[src/rtl/llsc_mon_pkg.sv]
package llsc_mon_pkg;

    typedef enum logic [1:0] {
        ACC_READ  = 2'd0,
        ACC_LL    = 2'd1,
        ACC_SC    = 2'd2,
        ACC_STORE = 2'd3
    } acc_kind_e;

    typedef struct packed {
        logic success;
        logic commit;
        logic status_ok;
    } llsc_verdict_t;

    // Outcome of one completion, given whether the line was found and
    // whether this owner still holds the reservation on it.
    function automatic llsc_verdict_t judge(input acc_kind_e kind,
                                            input logic present,
                                            input logic reserved_own);
        llsc_verdict_t v;
        v.success   = 1'b1;
        v.commit    = 1'b0;
        v.status_ok = 1'b0;
        if (!present) begin
            v.commit    = (kind == ACC_SC) || (kind == ACC_STORE);
            v.status_ok = (kind == ACC_SC);
        end else begin
            case (kind)
                ACC_SC: begin
                    v.success   = reserved_own;
                    v.commit    = reserved_own;
                    v.status_ok = reserved_own;
                end
                ACC_STORE: v.commit = 1'b1;
                default: ;
            endcase
        end
        return v;
    endfunction

endpackage

[src/rtl/llsc_match.sv]
module llsc_match #(
    parameter int N_RES  = 4,
    parameter int ADDR_W = 26
) (
    input  logic [N_RES-1:0]             ent_valid,
    input  logic [N_RES-1:0][ADDR_W-1:0] ent_line,
    input  logic [ADDR_W-1:0]            probe_line,
    output logic [N_RES-1:0]             line_hit
);
    for (genvar g = 0; g < N_RES; g++) begin : g_cmp
        assign line_hit[g] = ent_valid[g] && (ent_line[g] == probe_line);
    end
endmodule

[src/rtl/llsc_table.sv]
module llsc_table #(
    parameter int N_RES   = 4,
    parameter int ADDR_W  = 26,
    parameter int OWNER_W = 4
) (
    input  logic                          clk,
    input  logic                          rst,
    input  logic [N_RES-1:0]              clr_vec,
    input  logic                          set_en,
    input  logic [N_RES-1:0]              set_hit,
    input  logic [ADDR_W-1:0]             set_line,
    input  logic [OWNER_W-1:0]            set_owner,
    output logic [N_RES-1:0]              ent_valid,
    output logic [N_RES-1:0][ADDR_W-1:0]  ent_line,
    output logic [N_RES-1:0][OWNER_W-1:0] ent_owner
);
    localparam int RANK_W = (N_RES > 1) ? $clog2(N_RES) : 1;
    localparam logic [RANK_W-1:0] RANK_MAX = RANK_W'(N_RES - 1);

    // rank 0 = most recently set; valid entries always hold ranks 0..count-1
    logic [N_RES-1:0][RANK_W-1:0]  rank_q, rank_a, rank_d;
    logic [N_RES-1:0]              surv, tgt, valid_d;
    logic [N_RES-1:0][ADDR_W-1:0]  line_d;
    logic [N_RES-1:0][OWNER_W-1:0] owner_d;
    logic                          free_found, tgt_live;
    logic [RANK_W-1:0]             tgt_rank;

    always_comb begin
        surv = ent_valid & ~clr_vec;
        // compact ranks after clears
        for (int e = 0; e < N_RES; e++) begin
            rank_a[e] = '0;
            for (int j = 0; j < N_RES; j++) begin
                if (surv[j] && (rank_q[j] < rank_q[e]))
                    rank_a[e] = rank_a[e] + RANK_W'(1);
            end
        end
        // target: existing line, else lowest free slot, else the oldest
        tgt        = '0;
        free_found = 1'b0;
        if (|set_hit) begin
            tgt = set_hit;
        end else begin
            for (int e = 0; e < N_RES; e++) begin
                if (!surv[e] && !free_found) begin
                    tgt[e]     = 1'b1;
                    free_found = 1'b1;
                end
            end
            if (!free_found) begin
                for (int e = 0; e < N_RES; e++)
                    if (rank_a[e] == RANK_MAX) tgt[e] = 1'b1;
            end
        end
        tgt_live = |(tgt & surv);
        tgt_rank = '0;
        for (int e = 0; e < N_RES; e++)
            if (tgt[e]) tgt_rank = tgt_rank | rank_a[e];

        valid_d = surv;
        line_d  = ent_line;
        owner_d = ent_owner;
        rank_d  = rank_a;
        if (set_en) begin
            for (int e = 0; e < N_RES; e++) begin
                if (tgt[e]) begin
                    valid_d[e] = 1'b1;
                    line_d[e]  = set_line;
                    owner_d[e] = set_owner;
                    rank_d[e]  = '0;
                end else if (surv[e] && (!tgt_live || rank_a[e] < tgt_rank)) begin
                    rank_d[e] = rank_a[e] + RANK_W'(1);
                end
            end
        end
    end

    always_ff @(posedge clk) begin
        if (rst) begin
            ent_valid <= '0;
            ent_line  <= '0;
            ent_owner <= '0;
            rank_q    <= '0;
        end else begin
            ent_valid <= valid_d;
            ent_line  <= line_d;
            ent_owner <= owner_d;
            rank_q    <= rank_d;
        end
    end
endmodule

[src/rtl/llsc_resp.sv]
module llsc_resp
    import llsc_mon_pkg::*;
#(
    parameter int STAT_W = 8
) (
    input  logic              clk,
    input  logic              rst,
    input  logic              in_valid,
    input  llsc_verdict_t     in_verdict,
    output logic              rsp_valid,
    output logic              rsp_success,
    output logic              rsp_commit,
    output logic [STAT_W-1:0] rsp_status
);
    always_ff @(posedge clk) begin
        if (rst) begin
            rsp_valid   <= 1'b0;
            rsp_success <= 1'b0;
            rsp_commit  <= 1'b0;
            rsp_status  <= '0;
        end else begin
            rsp_valid   <= in_valid;
            rsp_success <= in_valid && in_verdict.success;
            rsp_commit  <= in_valid && in_verdict.commit;
            rsp_status  <= STAT_W'(in_valid && in_verdict.status_ok);
        end
    end
endmodule

[src/rtl/llsc_monitor.sv]
module llsc_monitor
    import llsc_mon_pkg::*;
#(
    parameter int N_RES   = 4,
    parameter int ADDR_W  = 26,
    parameter int OWNER_W = 4,
    parameter int STAT_W  = 8
) (
    input  logic               clk,
    input  logic               rst,
    input  logic               cmp_valid,
    input  logic [1:0]         cmp_kind,
    input  logic [ADDR_W-1:0]  cmp_line,
    input  logic [OWNER_W-1:0] cmp_owner,
    input  logic               cmp_line_present,
    input  logic               loss_valid,
    input  logic [ADDR_W-1:0]  loss_line,
    output logic               rsp_valid,
    output logic               rsp_success,
    output logic               rsp_commit,
    output logic [STAT_W-1:0]  rsp_status
);
    acc_kind_e                     kind;
    logic [N_RES-1:0]              ent_valid;
    logic [N_RES-1:0][ADDR_W-1:0]  ent_line;
    logic [N_RES-1:0][OWNER_W-1:0] ent_owner;
    logic [N_RES-1:0]              loss_hit_raw, cmp_hit_raw;
    logic [N_RES-1:0]              loss_vec, cmp_hit, owner_eq, own_hit, clr_vec;
    logic                          act, set_en;
    llsc_verdict_t                 verdict;

    assign kind = acc_kind_e'(cmp_kind);

    llsc_match #(.N_RES(N_RES), .ADDR_W(ADDR_W)) u_loss_match (
        .ent_valid (ent_valid),
        .ent_line  (ent_line),
        .probe_line(loss_line),
        .line_hit  (loss_hit_raw)
    );

    llsc_match #(.N_RES(N_RES), .ADDR_W(ADDR_W)) u_cmp_match (
        .ent_valid (ent_valid),
        .ent_line  (ent_line),
        .probe_line(cmp_line),
        .line_hit  (cmp_hit_raw)
    );

    for (genvar g = 0; g < N_RES; g++) begin : g_owner
        assign owner_eq[g] = (ent_owner[g] == cmp_owner);
    end

    // permission loss is applied before the completion is judged
    assign loss_vec = loss_valid ? loss_hit_raw : '0;
    assign cmp_hit  = cmp_hit_raw & ~loss_vec;
    assign own_hit  = cmp_hit & owner_eq;
    assign act      = cmp_valid && cmp_line_present;
    assign verdict  = judge(kind, cmp_line_present, |own_hit);
    assign set_en   = act && (kind == ACC_LL);
    assign clr_vec  = loss_vec
                    | ((act && kind == ACC_SC)    ? cmp_hit : '0)
                    | ((act && kind == ACC_STORE) ? own_hit : '0);

    llsc_table #(.N_RES(N_RES), .ADDR_W(ADDR_W), .OWNER_W(OWNER_W)) u_table (
        .clk      (clk),
        .rst      (rst),
        .clr_vec  (clr_vec),
        .set_en   (set_en),
        .set_hit  (cmp_hit),
        .set_line (cmp_line),
        .set_owner(cmp_owner),
        .ent_valid(ent_valid),
        .ent_line (ent_line),
        .ent_owner(ent_owner)
    );

    llsc_resp #(.STAT_W(STAT_W)) u_resp (
        .clk        (clk),
        .rst        (rst),
        .in_valid   (cmp_valid),
        .in_verdict (verdict),
        .rsp_valid  (rsp_valid),
        .rsp_success(rsp_success),
        .rsp_commit (rsp_commit),
        .rsp_status (rsp_status)
    );
endmodule

[config.mk]
export PLATFORM = sky130hd
export DESIGN_NAME = llsc_monitor
export DESIGN_NICKNAME = d
export VERILOG_FILES = /design/src/rtl/llsc_mon_pkg.sv /design/src/rtl/llsc_match.sv /design/src/rtl/llsc_table.sv /design/src/rtl/llsc_resp.sv /design/src/rtl/llsc_monitor.sv
export SDC_FILE = /design/constraint.sdc
export NUM_CORES = 1
export LEC_CHECK = 0
export ABC_CLOCK_PERIOD_IN_PS = 9950
export BUFFER_PORTS_ARGS = -buffer_cell sky130_fd_sc_hd__buf_2
export CAP_MARGIN = 20
export CORE_MARGIN = 2
export CORE_UTILIZATION = 65
export DETAILED_ROUTE_END_ITERATION = 10
export PLACE_DENSITY = 0.83
export REMOVE_ABC_BUFFERS = 1
export SYNTH_ARGS = -nofsm -noshare
export SYNTH_HDL_FRONTEND = slang
export SYNTH_HIERARCHICAL = 1
export SYNTH_SLANG_ARGS = --single-unit
[constraint.sdc]
create_clock -name clk -period 9.95 [get_ports clk]
set_clock_uncertainty 0.1 [all_clocks]
set_input_delay 0.995 -clock clk [delete_from_list [all_inputs] [get_ports clk]]
set_output_delay 0.995 -clock clk [all_outputs]
set_load 0.01 [all_outputs]
### After elaboration in Yosys (flattened, before gate mapping)

Index checks and enable logic that the tools add are counted.

* bits of input ports: 63
* logic and storage cells: 200
* output and inout bits: 11
* register bits after elaboration: 143

* reductions and logical operators: 57
* magnitude comparators: 20
* mux-type cells: 59
* equality and inequality tests: 19
* bitwise operators: 11
* add/subtract/negate cells: 16

Operators with widths (count)
* $eq A26 B26 Y1: 8
* $mux W2: 25
* $lt A2 B2 Y1: 20
* $logic_and A1 B1 Y1: 38
* $mux W1: 26
* $add A2 B1 Y2 const B: 12
* $mux W4: 6
* $and A4 B4 Y4: 4
* $eq A4 B4 Y1: 4
* $eq A2 B2 Y1 const B: 6
* $reduce_or A4 Y1: 3
* $add A1 B1 Y2 const B: 4
* $mux W8: 1
* $not A4 Y4: 2
* $or A4 B4 Y4: 2
* $reduce_and A2 Y1: 4
* $logic_not A1 Y1: 7
* $or A2 B2 Y2: 3
* $logic_or A1 B1 Y1: 5
* $eq A2 B1 Y1 const B: 1
* $pmux W1 S2: 1

### Longest topological paths before layout

Gate-level depths: netlist (run 1).

* depth in word-level cells: 39
* depth in mapped cells: 25
* gate-level depth less buffers: 24

### Cells and area by module

Netlist (run 1), hierarchy kept.

By module, submodules not included
* llsc_table: times used 1, cells each 713, area an instance 5635.4 um^2
* llsc_match: times used 2, cells each 166, area an instance 1412.6 um^2
* llsc_monitor: times used 1, cells each 48, area an instance 347.8 um^2
* llsc_resp: times used 1, cells each 16, area an instance 175.2 um^2

### Worst setup path after synthesis (run 1)

Ideal clock, no wire load.

* path type: input to register
* start: input cmp_line[14]
* end: register u_table/rank_q[1] (netlist name)
* required time: 9.780 ns
* path buffers: 1
* stages on the path: 23
* slack: 3.696 ns
* arrival: 6.084 ns
* cell sequence: buf_6 > xnor2_1 > nand4_1 > or4_1 > nor4_2 > a21boi_0 > nand3_1 > o21ai_0 > nand2b_1 > or3_1 > ha_1 > or4_1 > and2_1 > inv_1 > ha_1 > or3b_1 > a41oi_2 > a211oi_1 > a221o_2 > nor2_1 > o311a_1 > or3b_1 > a21oi_1

RTL lines
* start, declared: line llsc_monitor.sv:13 `input logic [ADDR_W-1:0] cmp_line,`
* $eq A26 B26 Y1 *: line llsc_match.sv:11 `assign line_hit[g] = ent_valid[g] && (ent_line[g] == probe_line);`
* $logic_and A1 B1 Y1 *: line llsc_match.sv:11
* net cmp_hit_raw[1]: line llsc_monitor.sv:27 `logic [N_RES-1:0] loss_hit_raw, cmp_hit_raw;`
* $and A4 B4 Y4 *: line llsc_monitor.sv:54 `assign cmp_hit = cmp_hit_raw & ~loss_vec;`
* net cmp_hit[1]: line llsc_monitor.sv:28 `logic [N_RES-1:0] loss_vec, cmp_hit, owner_eq, own_hit, clr_vec;`
* $mux W4 or $and A4 B4 Y4 (tied branches): line llsc_monitor.sv:60, llsc_monitor.sv:55
* $or A4 B4 Y4 or $mux W4 (tied branches): line llsc_monitor.sv:60, llsc_monitor.sv:61
* $or A4 B4 Y4 *: line llsc_monitor.sv:61 `| ((act && kind == ACC_STORE) ? own_hit : '0);`
* net clr_vec[1]: line llsc_monitor.sv:28
* $not A4 Y4 *: line llsc_table.sv:29 `surv = ent_valid & ~clr_vec;`
* $and A4 B4 Y4 *: line llsc_table.sv:29
* parallel branches: the longest is 26 deep, another holds $add A2 B1 Y2
* $mux W8 *: line llsc_table.sv:64 `if (set_en) begin`
* end signal, assigned: line llsc_table.sv:88 `rank_q <= rank_d;`
* end, declared: line llsc_table.sv:21 `logic [N_RES-1:0][RANK_W-1:0] rank_q, rank_a, rank_d;`

Mark *: on every way through the listed nets, which the timed path passes. The select of a mux whose other input is x is not followed.
A chain may end at the register's enable or synchronous reset.

### Worst setup path in the final report (run 1)

* start: input cmp_line[12]
* end: register u_table/rank_q[5] (netlist name)

The elaborated chain is that of the path after synthesis.

==> impl_metrics.env, run 1 <==
export IMPL_status="completed"
export IMPL_initial_core_util_pct=67.3
export IMPL_maxCapViolations=0
export IMPL_ioPinCount=74
export IMPL_fmax_mhz=147
export IMPL_postSynthAreaPerCell_um2=8.10
export IMPL_path_delay_family="simple AND/OR/NAND/NOR gates"
export IMPL_die_h_um=122
export IMPL_required_ns=10.20
export IMPL_routed_wl_um=24500
export IMPL_ant_nets=0
export IMPL_intPower_mw=1.02
export IMPL_antenna_cells=0
export IMPL_drive_above_1_share_pct=13.0
export IMPL_place_ws_ns=2.87
export IMPL_async_flop_share_pct=0
export IMPL_path_class="in2reg"
export IMPL_grt_pass1_vias=7367
export IMPL_synth_top_cell_area_share_pct=30.3
export IMPL_synth_warnings=6
export IMPL_slowest_delay_ns=0.58
export IMPL_maxSlewHeadroom_pct=43.8
export IMPL_viasPerCell=5.99
export IMPL_r2r_end="u_table/rank_q[5]"
export IMPL_synth_edf_count=0
export IMPL_vdd_ir_drop_max_v=0.000106
export IMPL_crit_fanout=8
export IMPL_ys_top_cells_by_count="nand2_1, xnor2_1, a21oi_1"
export IMPL_endpoint="u_table/rank_q[5]"
export IMPL_grt_pass1_wl_um=38700
export IMPL_antenna_found_initial=1
export IMPL_instances_no_fill=1297
export IMPL_cts_root_buf="clkbuf_16"
export IMPL_cp_depth=23
export IMPL_startpoint="cmp_line[12]"
export IMPL_syn_to_final_growth_pct=6.55
export IMPL_track_usage_pct=34.3
export IMPL_p_per_area_mw_per_mm2=141
export IMPL_hold_path_class="reg2reg"
export IMPL_cts_made_buffers=17
export IMPL_io_buffers=66
export IMPL_cts_buffer_depth=2
export IMPL_cts_setup_buffers=0
export IMPL_h_tree_depth=4
export IMPL_drtPass1Iterations=6
export IMPL_fin_tns_setup_ns=0
export IMPL_clock_latency_ns=0.42
export IMPL_dp_cells=1265
export IMPL_cts_tree="done"
export IMPL_path_clk_slew_ns=0.06
export IMPL_rrSetupSlack_ns=3.56
export IMPL_ys_ff_latch=136
export IMPL_swShare_pct=24.2
export IMPL_synth_ff_type="dfxtp_1"
export IMPL_rr_worst_depth=22
export IMPL_cts_hold_buffers=0
export IMPL_chipWidth_um=122
export IMPL_core_area_mm2=0.0133
export IMPL_row_count=42
export IMPL_whs_path_depth=2
export IMPL_tightestPinTransition_ns=0.843
export IMPL_worst_setup_path_end_kind="flop"
export IMPL_cp_slowest_cell="a21boi_0"
export IMPL_grt_max_degree=83
export IMPL_die_area_mm2=0.0148
export IMPL_seq_area_frac_synth_pct=30.3
export IMPL_p_comb_share_pct=9.4
export IMPL_leakage_nw=3.08
export IMPL_syn_inst=1109
export IMPL_synth_cell_types=64
export IMPL_cp_cell_sequence="buf_2 > xnor2_1 > nand4_1 > or4_1 > nor4_2 > a21boi_0 > nand3_1 > o21ai_0 > nand2b_1 > or3_1 > ha_1 > or4_1 > and2_1 > inv_1 > ha_1 > or3b_1 > a41oi_2 > a211oi_1 > a221o_2 > nor2_1 > o311a_1 > or3b_1 > a21oi_1"
export IMPL_period_share_pct=68.3
export IMPL_drtIter0Drc=733
export IMPL_arrival_ns=7.05
export IMPL_synth_most_common_cell="nand2_1"
export IMPL_hpwlAfterDp_um=17300
export IMPL_synth_largest_area_cell="dfxtp_1"
export IMPL_place_gp_congestion=0.997
export IMPL_rsz0062_at_grt="no"
export IMPL_setup_viol=0
export IMPL_switching_power_mw=0.326
export IMPL_slew_viol_final=0
export IMPL_critPathLaunchType="input pin"
export IMPL_finalCriticalPeriod_ns=6.79
export IMPL_timing_final_ws_setup_ns=3.16
export IMPL_yosys_top_cells_area="dfxtp_1, xnor2_1, nand2_1"
export IMPL_reg2reg_from="u_table/ent_line[27]"
export IMPL_synth_cell_area_mm2=0.00898
export IMPL_overflow=0
export IMPL_path_buf_inv=2
export IMPL_finalNetCount=1195
export IMPL_drc=0
export IMPL_fillers=1062
export IMPL_pwr_share_clk_pct=49.7
export IMPL_pwr_share_seq_pct=40.9
export IMPL_wl_per_cell_um=18.9
export IMPL_vias=7770
export IMPL_cts_repair_resized=0
export IMPL_final_hold_viol_count=0
export IMPL_cts_sinks=136
## per-layer routing
| layer | GRT usage [%] | share of wire (%) | vias to the layer above |
|---|---|---|---|
| li1 | - | - | 3665 |
| met1 | 43.8 | 41 | 3649 |
| met2 | 54.7 | 46 | 380 |
| met3 | 9.88 | 9.4 | 76 |
| met4 | 13.8 | 3.3 | 0 |
| met5 | 0 | 0 | - |
## area by class of cell
class	instances	area (um2)	area share, %
Sequential cell	136	2720	28.4
Clock inverter	12	175	1.83
Clock buffer	20	447	4.67
Tap cell	176	220	2.30
Inverter	29	109	1.14
Timing Repair Buffer	75	400	4.18
Multi-Input combinational cell	849	5500	57.4
## state kept, by name, summed over array words and instances (netlist names)
register / flops
u_table/rank_q: 8
u_resp/rsp_status: 1
u_table/ent_line: 104
u_table/ent_owner: 16
u_resp/rsp_valid: 1
u_resp/rsp_success: 1
u_table/ent_valid: 4
u_resp/rsp_commit: 1
## power by group through the flow
| stage | Sequential, mW | Combinational [mW] | Clock (mW) |
|---|---|---|---|
| after global routing | 0.552 | 0.135 | 0.701 |
| after detailed placement | 0.563 | 0.123 | 0 |
| final | 0.552 | 0.127 | 0.670 |
| after floorplan | 0.563 | 0.0585 | 0 |
| after global placement | 0.563 | 0.122 | 0 |
| after CTS | 0.552 | 0.124 | 0.673 |
## per-stage QoR
| stage | area, um2 | hold slack [ns] | total power [mW] | utilization [%] |
|---|---|---|---|---|
| 3_5_place_dp | 8950 | 0.360 | 0.687 | 67.1 |
| 2_1_floorplan | 8330 | 0.342 | 0.622 | - |
| 6_report | 9570 | 0.365 | 1.35 | 71.7 |
| 3_3_place_gp | 8950 | 0.353 | 0.685 | 67.1 |
| 5_1_grt | 9570 | 0.380 | 1.39 | 71.7 |
| 4_1_cts | 9570 | 0.368 | 1.35 | 71.7 |
## kinds of logic after synthesis
family,share of synthesized area [%]
DFF,30.3
muxes,0.474
and+or+nand+nor,22.5
adders and majority gates,3.34
other,0.0417
buffers and inverters,8.79
AOI/OAI and AO/OA,12.0
xor gates and xnor gates,22.6
## placed cells by master, fill, tap and decap left out, types with 5 or more instances in the layout
master     instances
a21oi_1          138
and2_1             7
buf_2             65
buf_4             10
clkbuf_16         17
conb_1             7
dfxtp_1          136
ha_1              24
inv_1             29
nand2_1          261
nand2b_1           7
nand3_1           13
nand4_1           47
nor2_1             5
nor2b_1            6
nor3_1             9
nor4_2             8
o21ai_0            7
or4_1             12
xnor2_1          211
xor2_1            13
## worst reg2reg max path: stages, from the launching register on
cell,delay (ns)
dfxtp_1,0.34
xnor2_1,0.29
nand4_2,0.13
or4_1,0.49
nor4_2,0.34
a21boi_0,0.59
nand3_1,0.19
o21ai_0,0.32
nand2b_1,0.29
or3_1,0.17
ha_1,0.23
or4_1,0.58
and2_1,0.23
inv_1,0.09
ha_1,0.14
or3b_1,0.13
a41oi_2,0.21
a211oi_1,0.26
a221o_2,0.23
nor2_1,0.07
o311a_1,0.38
or3b_1,0.39
a21oi_1,0.12
## worst min-delay path by stage
stage | startpoint | end | slack [ns]
4_1_cts | u_table/ent_owner[1] | u_table/ent_owner[1] | 0.37
3_3_place_gp | u_table/ent_owner[7] | u_table/ent_owner[7] | 0.35
5_1_grt | u_table/ent_owner[6] | u_table/ent_owner[6] | 0.38
6_report | u_table/ent_owner[1] | u_table/ent_owner[1] | 0.36
3_5_place_dp | u_table/ent_owner[1] | u_table/ent_owner[1] | 0.36
2_1_floorplan | u_table/ent_owner[13] | u_table/ent_owner[13] | 0.34
Power figures use the tool's default switching activity.
==> run 2, diff against run 1 <==
ABC_AREA = 1   (was default)
ABC_CLOCK_PERIOD_IN_PS = 5600   (was 9950)
CORE_UTILIZATION = 56   (was 65)
PLACE_DENSITY = 0.75   (was 0.83)
clock period = 5.6 ns   (was 9.95 ns; I/O delays follow)
==> impl_metrics.env, run 2 <==
export IMPL_cts_tree="done"
export IMPL_fillers=1842
export IMPL_dp_cells=2142
export IMPL_cts_hold_buffers=0
export IMPL_cts_root_buf="clkbuf_16"
export IMPL_pwr_share_seq_pct=40.6
export IMPL_critPathLaunchType="flop"
export IMPL_setup_viol=0
export IMPL_tightestPinTransition_ns=0.983
export IMPL_chipWidth_um=140
export IMPL_rsz0062_at_grt="no"
export IMPL_leakage_nw=5.23
export IMPL_vias=11200
export IMPL_slowest_delay_ns=0.41
export IMPL_p_per_area_mw_per_mm2=213
export IMPL_instances_no_fill=2174
export IMPL_ys_top_cells_by_count="nand2_1, nor2_1, inv_1"
export IMPL_status="completed"
export IMPL_postSynthAreaPerCell_um2=5.51
export IMPL_placed_cell_area_mm2=0.0109
export IMPL_drtIter0Drc=1147
export IMPL_finalNetCount=2019
export IMPL_critPathMostFrequentCell="nand2_1"
export IMPL_hold_path_class="in2reg"
export IMPL_overflow=0
export IMPL_seq_area_frac_synth_pct=26.3
export IMPL_swShare_pct=30.2
export IMPL_clock_latency_ns=0.44
export IMPL_arrival_ns=4.72
export IMPL_initial_core_util_pct=57.4
export IMPL_switching_power_mw=0.735
export IMPL_p_comb_share_pct=12.5
export IMPL_finalCriticalPeriod_ns=4.45
export IMPL_die_area_mm2=0.0196
export IMPL_vdd_ir_drop_max_v=0.000315
export IMPL_intPower_mw=1.70
export IMPL_period_share_pct=79.5
export IMPL_drc=0
export IMPL_synth_cell_types=39
export IMPL_h_tree_depth=4
export IMPL_yosys_top_cells_area="dfxtp_1, nand2_1, nor2_1"
export IMPL_pwr_share_clk_pct=46.9
export IMPL_grt_max_degree=73
export IMPL_synth_largest_area_cell="dfxtp_1"
export IMPL_worst_setup_path_end_kind="flop"
export IMPL_synth_edf_count=0
export IMPL_timing_final_ws_setup_ns=1.15
export IMPL_routed_wl_um=35100
export IMPL_cts_buffer_depth=2
export IMPL_finalPower_mw=2.43
export IMPL_grt_pass1_wl_um=53400
export IMPL_slew_viol_final=0
export IMPL_viasPerCell=5.14
export IMPL_io_buffers=66
export IMPL_hpwlAfterDp_um=26100
export IMPL_drtPass1Iterations=6
export IMPL_synth_ff_type="dfxtp_1"
export IMPL_synth_warnings=6
export IMPL_place_ws_ns=0.865
export IMPL_core_area_mm2=0.0180
export IMPL_synth_most_common_cell="nand2_1"
export IMPL_synth_top_cell_area_share_pct=26.3
export IMPL_maxSlewHeadroom_pct=33.9
export IMPL_path_clk_slew_ns=0.07
export IMPL_ioPinCount=74
export IMPL_cts_repair_resized=0
export IMPL_syn_inst=1878
export IMPL_final_common_cell="nand2_1"
export IMPL_ys_ff_latch=136
export IMPL_path_class="reg2reg"
export IMPL_fmax_mhz=225
export IMPL_async_flop_share_pct=0
export IMPL_wl_per_cell_um=16.1
export IMPL_grt_pass1_vias=9736
export IMPL_ant_nets=0
export IMPL_track_usage_pct=35.5
export IMPL_synth_cell_area_mm2=0.0103
export IMPL_die_h_um=140
export IMPL_antenna_found_initial=0
export IMPL_fin_tns_setup_ns=0
export IMPL_largest_register_ffs=104
export IMPL_place_gp_congestion=1.05
export IMPL_cts_sinks=136
export IMPL_final_hold_viol_count=0
export IMPL_row_count=49
export IMPL_cp_slowest_cell="dfxtp_1"
export IMPL_drive_above_1_share_pct=11.4
export IMPL_mostFrequentLayoutCells="nand2_1, nor2_1, inv_1"
export IMPL_final_area_mm2=0.0114
export IMPL_syn_to_final_growth_pct=10.6
export IMPL_antenna_cells=0
export IMPL_crit_fanout=24
export IMPL_top_register="u_table/ent_line"
export IMPL_cts_setup_buffers=0
export IMPL_cts_made_buffers=17
export IMPL_maxCapViolations=0
export IMPL_reg_largest_list="u_table/ent_line: 104 flops, u_table/ent_owner: 16 flops, u_table/rank_q: 8 flops"
export IMPL_required_ns=5.87
## run 2: cell count changes in the layout (fill, tap and decap cells not counted), sizes merged, moves of 10 or more
cell	previous run	this run
nand2	261	693
nor2	5	356
inv	29	346
xnor2	215	34
o21ai	7	128
a21oi	139	50
nand4	51	5
nand3	13	31
or4	12	0
nor3	13	2
nor4	10	0
## run 2: per-layer routing
metal	track usage [%]	share of wire [%]	vias to the layer above
met3	7.30	9.6	58
met2	53.1	43	461
li1	-	-	5652
met4	11.3	2.5	0
met1	51.2	45	5007
met5	0	0	-
## run 2: kinds of logic (layout without fill, tap and decap cells)
kind of cell	count (synthesis)	count (layout)	synth area share (%)
XOR/XNOR	42	42	3.74
flip-flops	136	136	26.3
buffers and inverters	391	452	14.6
AO/OA/AOI/OAI	188	188	9.85
adder cells (fa/ha/maj)	24	24	2.90
AND/OR/NAND/NOR	1096	1096	42.5
other	1	7	0.0363
## run 2: metrics by stage
step	utilization [%]	hold slack, ns
finish	63.5	0.274
CTS	63.5	0.264
floorplan	-	0.339
global placement	60.2	0.346
global route	63.5	0.286
detailed placement	60.2	0.354
## run 2: power groups by stage
| stage | Clock, mW | Combinational, mW | Sequential, mW |
|---|---|---|---|
| 2_1_floorplan | 0 | 0.166 | 1.01 |
| 3_3_place_gp | 0 | 0.291 | 1.01 |
| 3_5_place_dp | 0 | 0.293 | 1.01 |
| 4_1_cts | 1.15 | 0.295 | 0.988 |
| 5_1_grt | 1.19 | 0.335 | 0.989 |
| 6_report | 1.14 | 0.304 | 0.988 |
## run 2: worst max-delay path: cells and delay by family, from the launching register on
family | cells | cell delay (ns)
AO/OA/AOI/OAI | 2 | 0.42
AND/OR/NAND/NOR | 20 | 2.22
adder cells (fa/ha/maj) | 2 | 0.42
buffers and inverters | 5 | 0.80
flip-flops | 1 | 0.41
## run 2: worst paths after layout
| check | startpoint | end | slack (ns) | depth (start not counted) |
|---|---|---|---|---|
| worst max-delay path | u_table/ent_line[43] | u_table/ent_line[54] | 1.15 | 29 |
| worst min-delay path | cmp_valid | u_resp/rsp_valid | 0.27 | 3 |
| worst max register to register | u_table/ent_line[43] | u_table/ent_line[54] | 1.15 | 29 |
| worst min register to register | u_table/ent_owner[2] | u_table/ent_owner[2] | 0.36 | 2 |
## run 2: cell type report
cell class	count	area [um2]	area share (%)
multi-input cells	1357	6130	53.6
flip-flops and latches	136	2720	23.8
inverters	343	1290	11.3
clock buffers	17	425	3.72
repair buffers	77	425	3.72
well taps	229	287	2.51
clock inverters	15	156	1.37
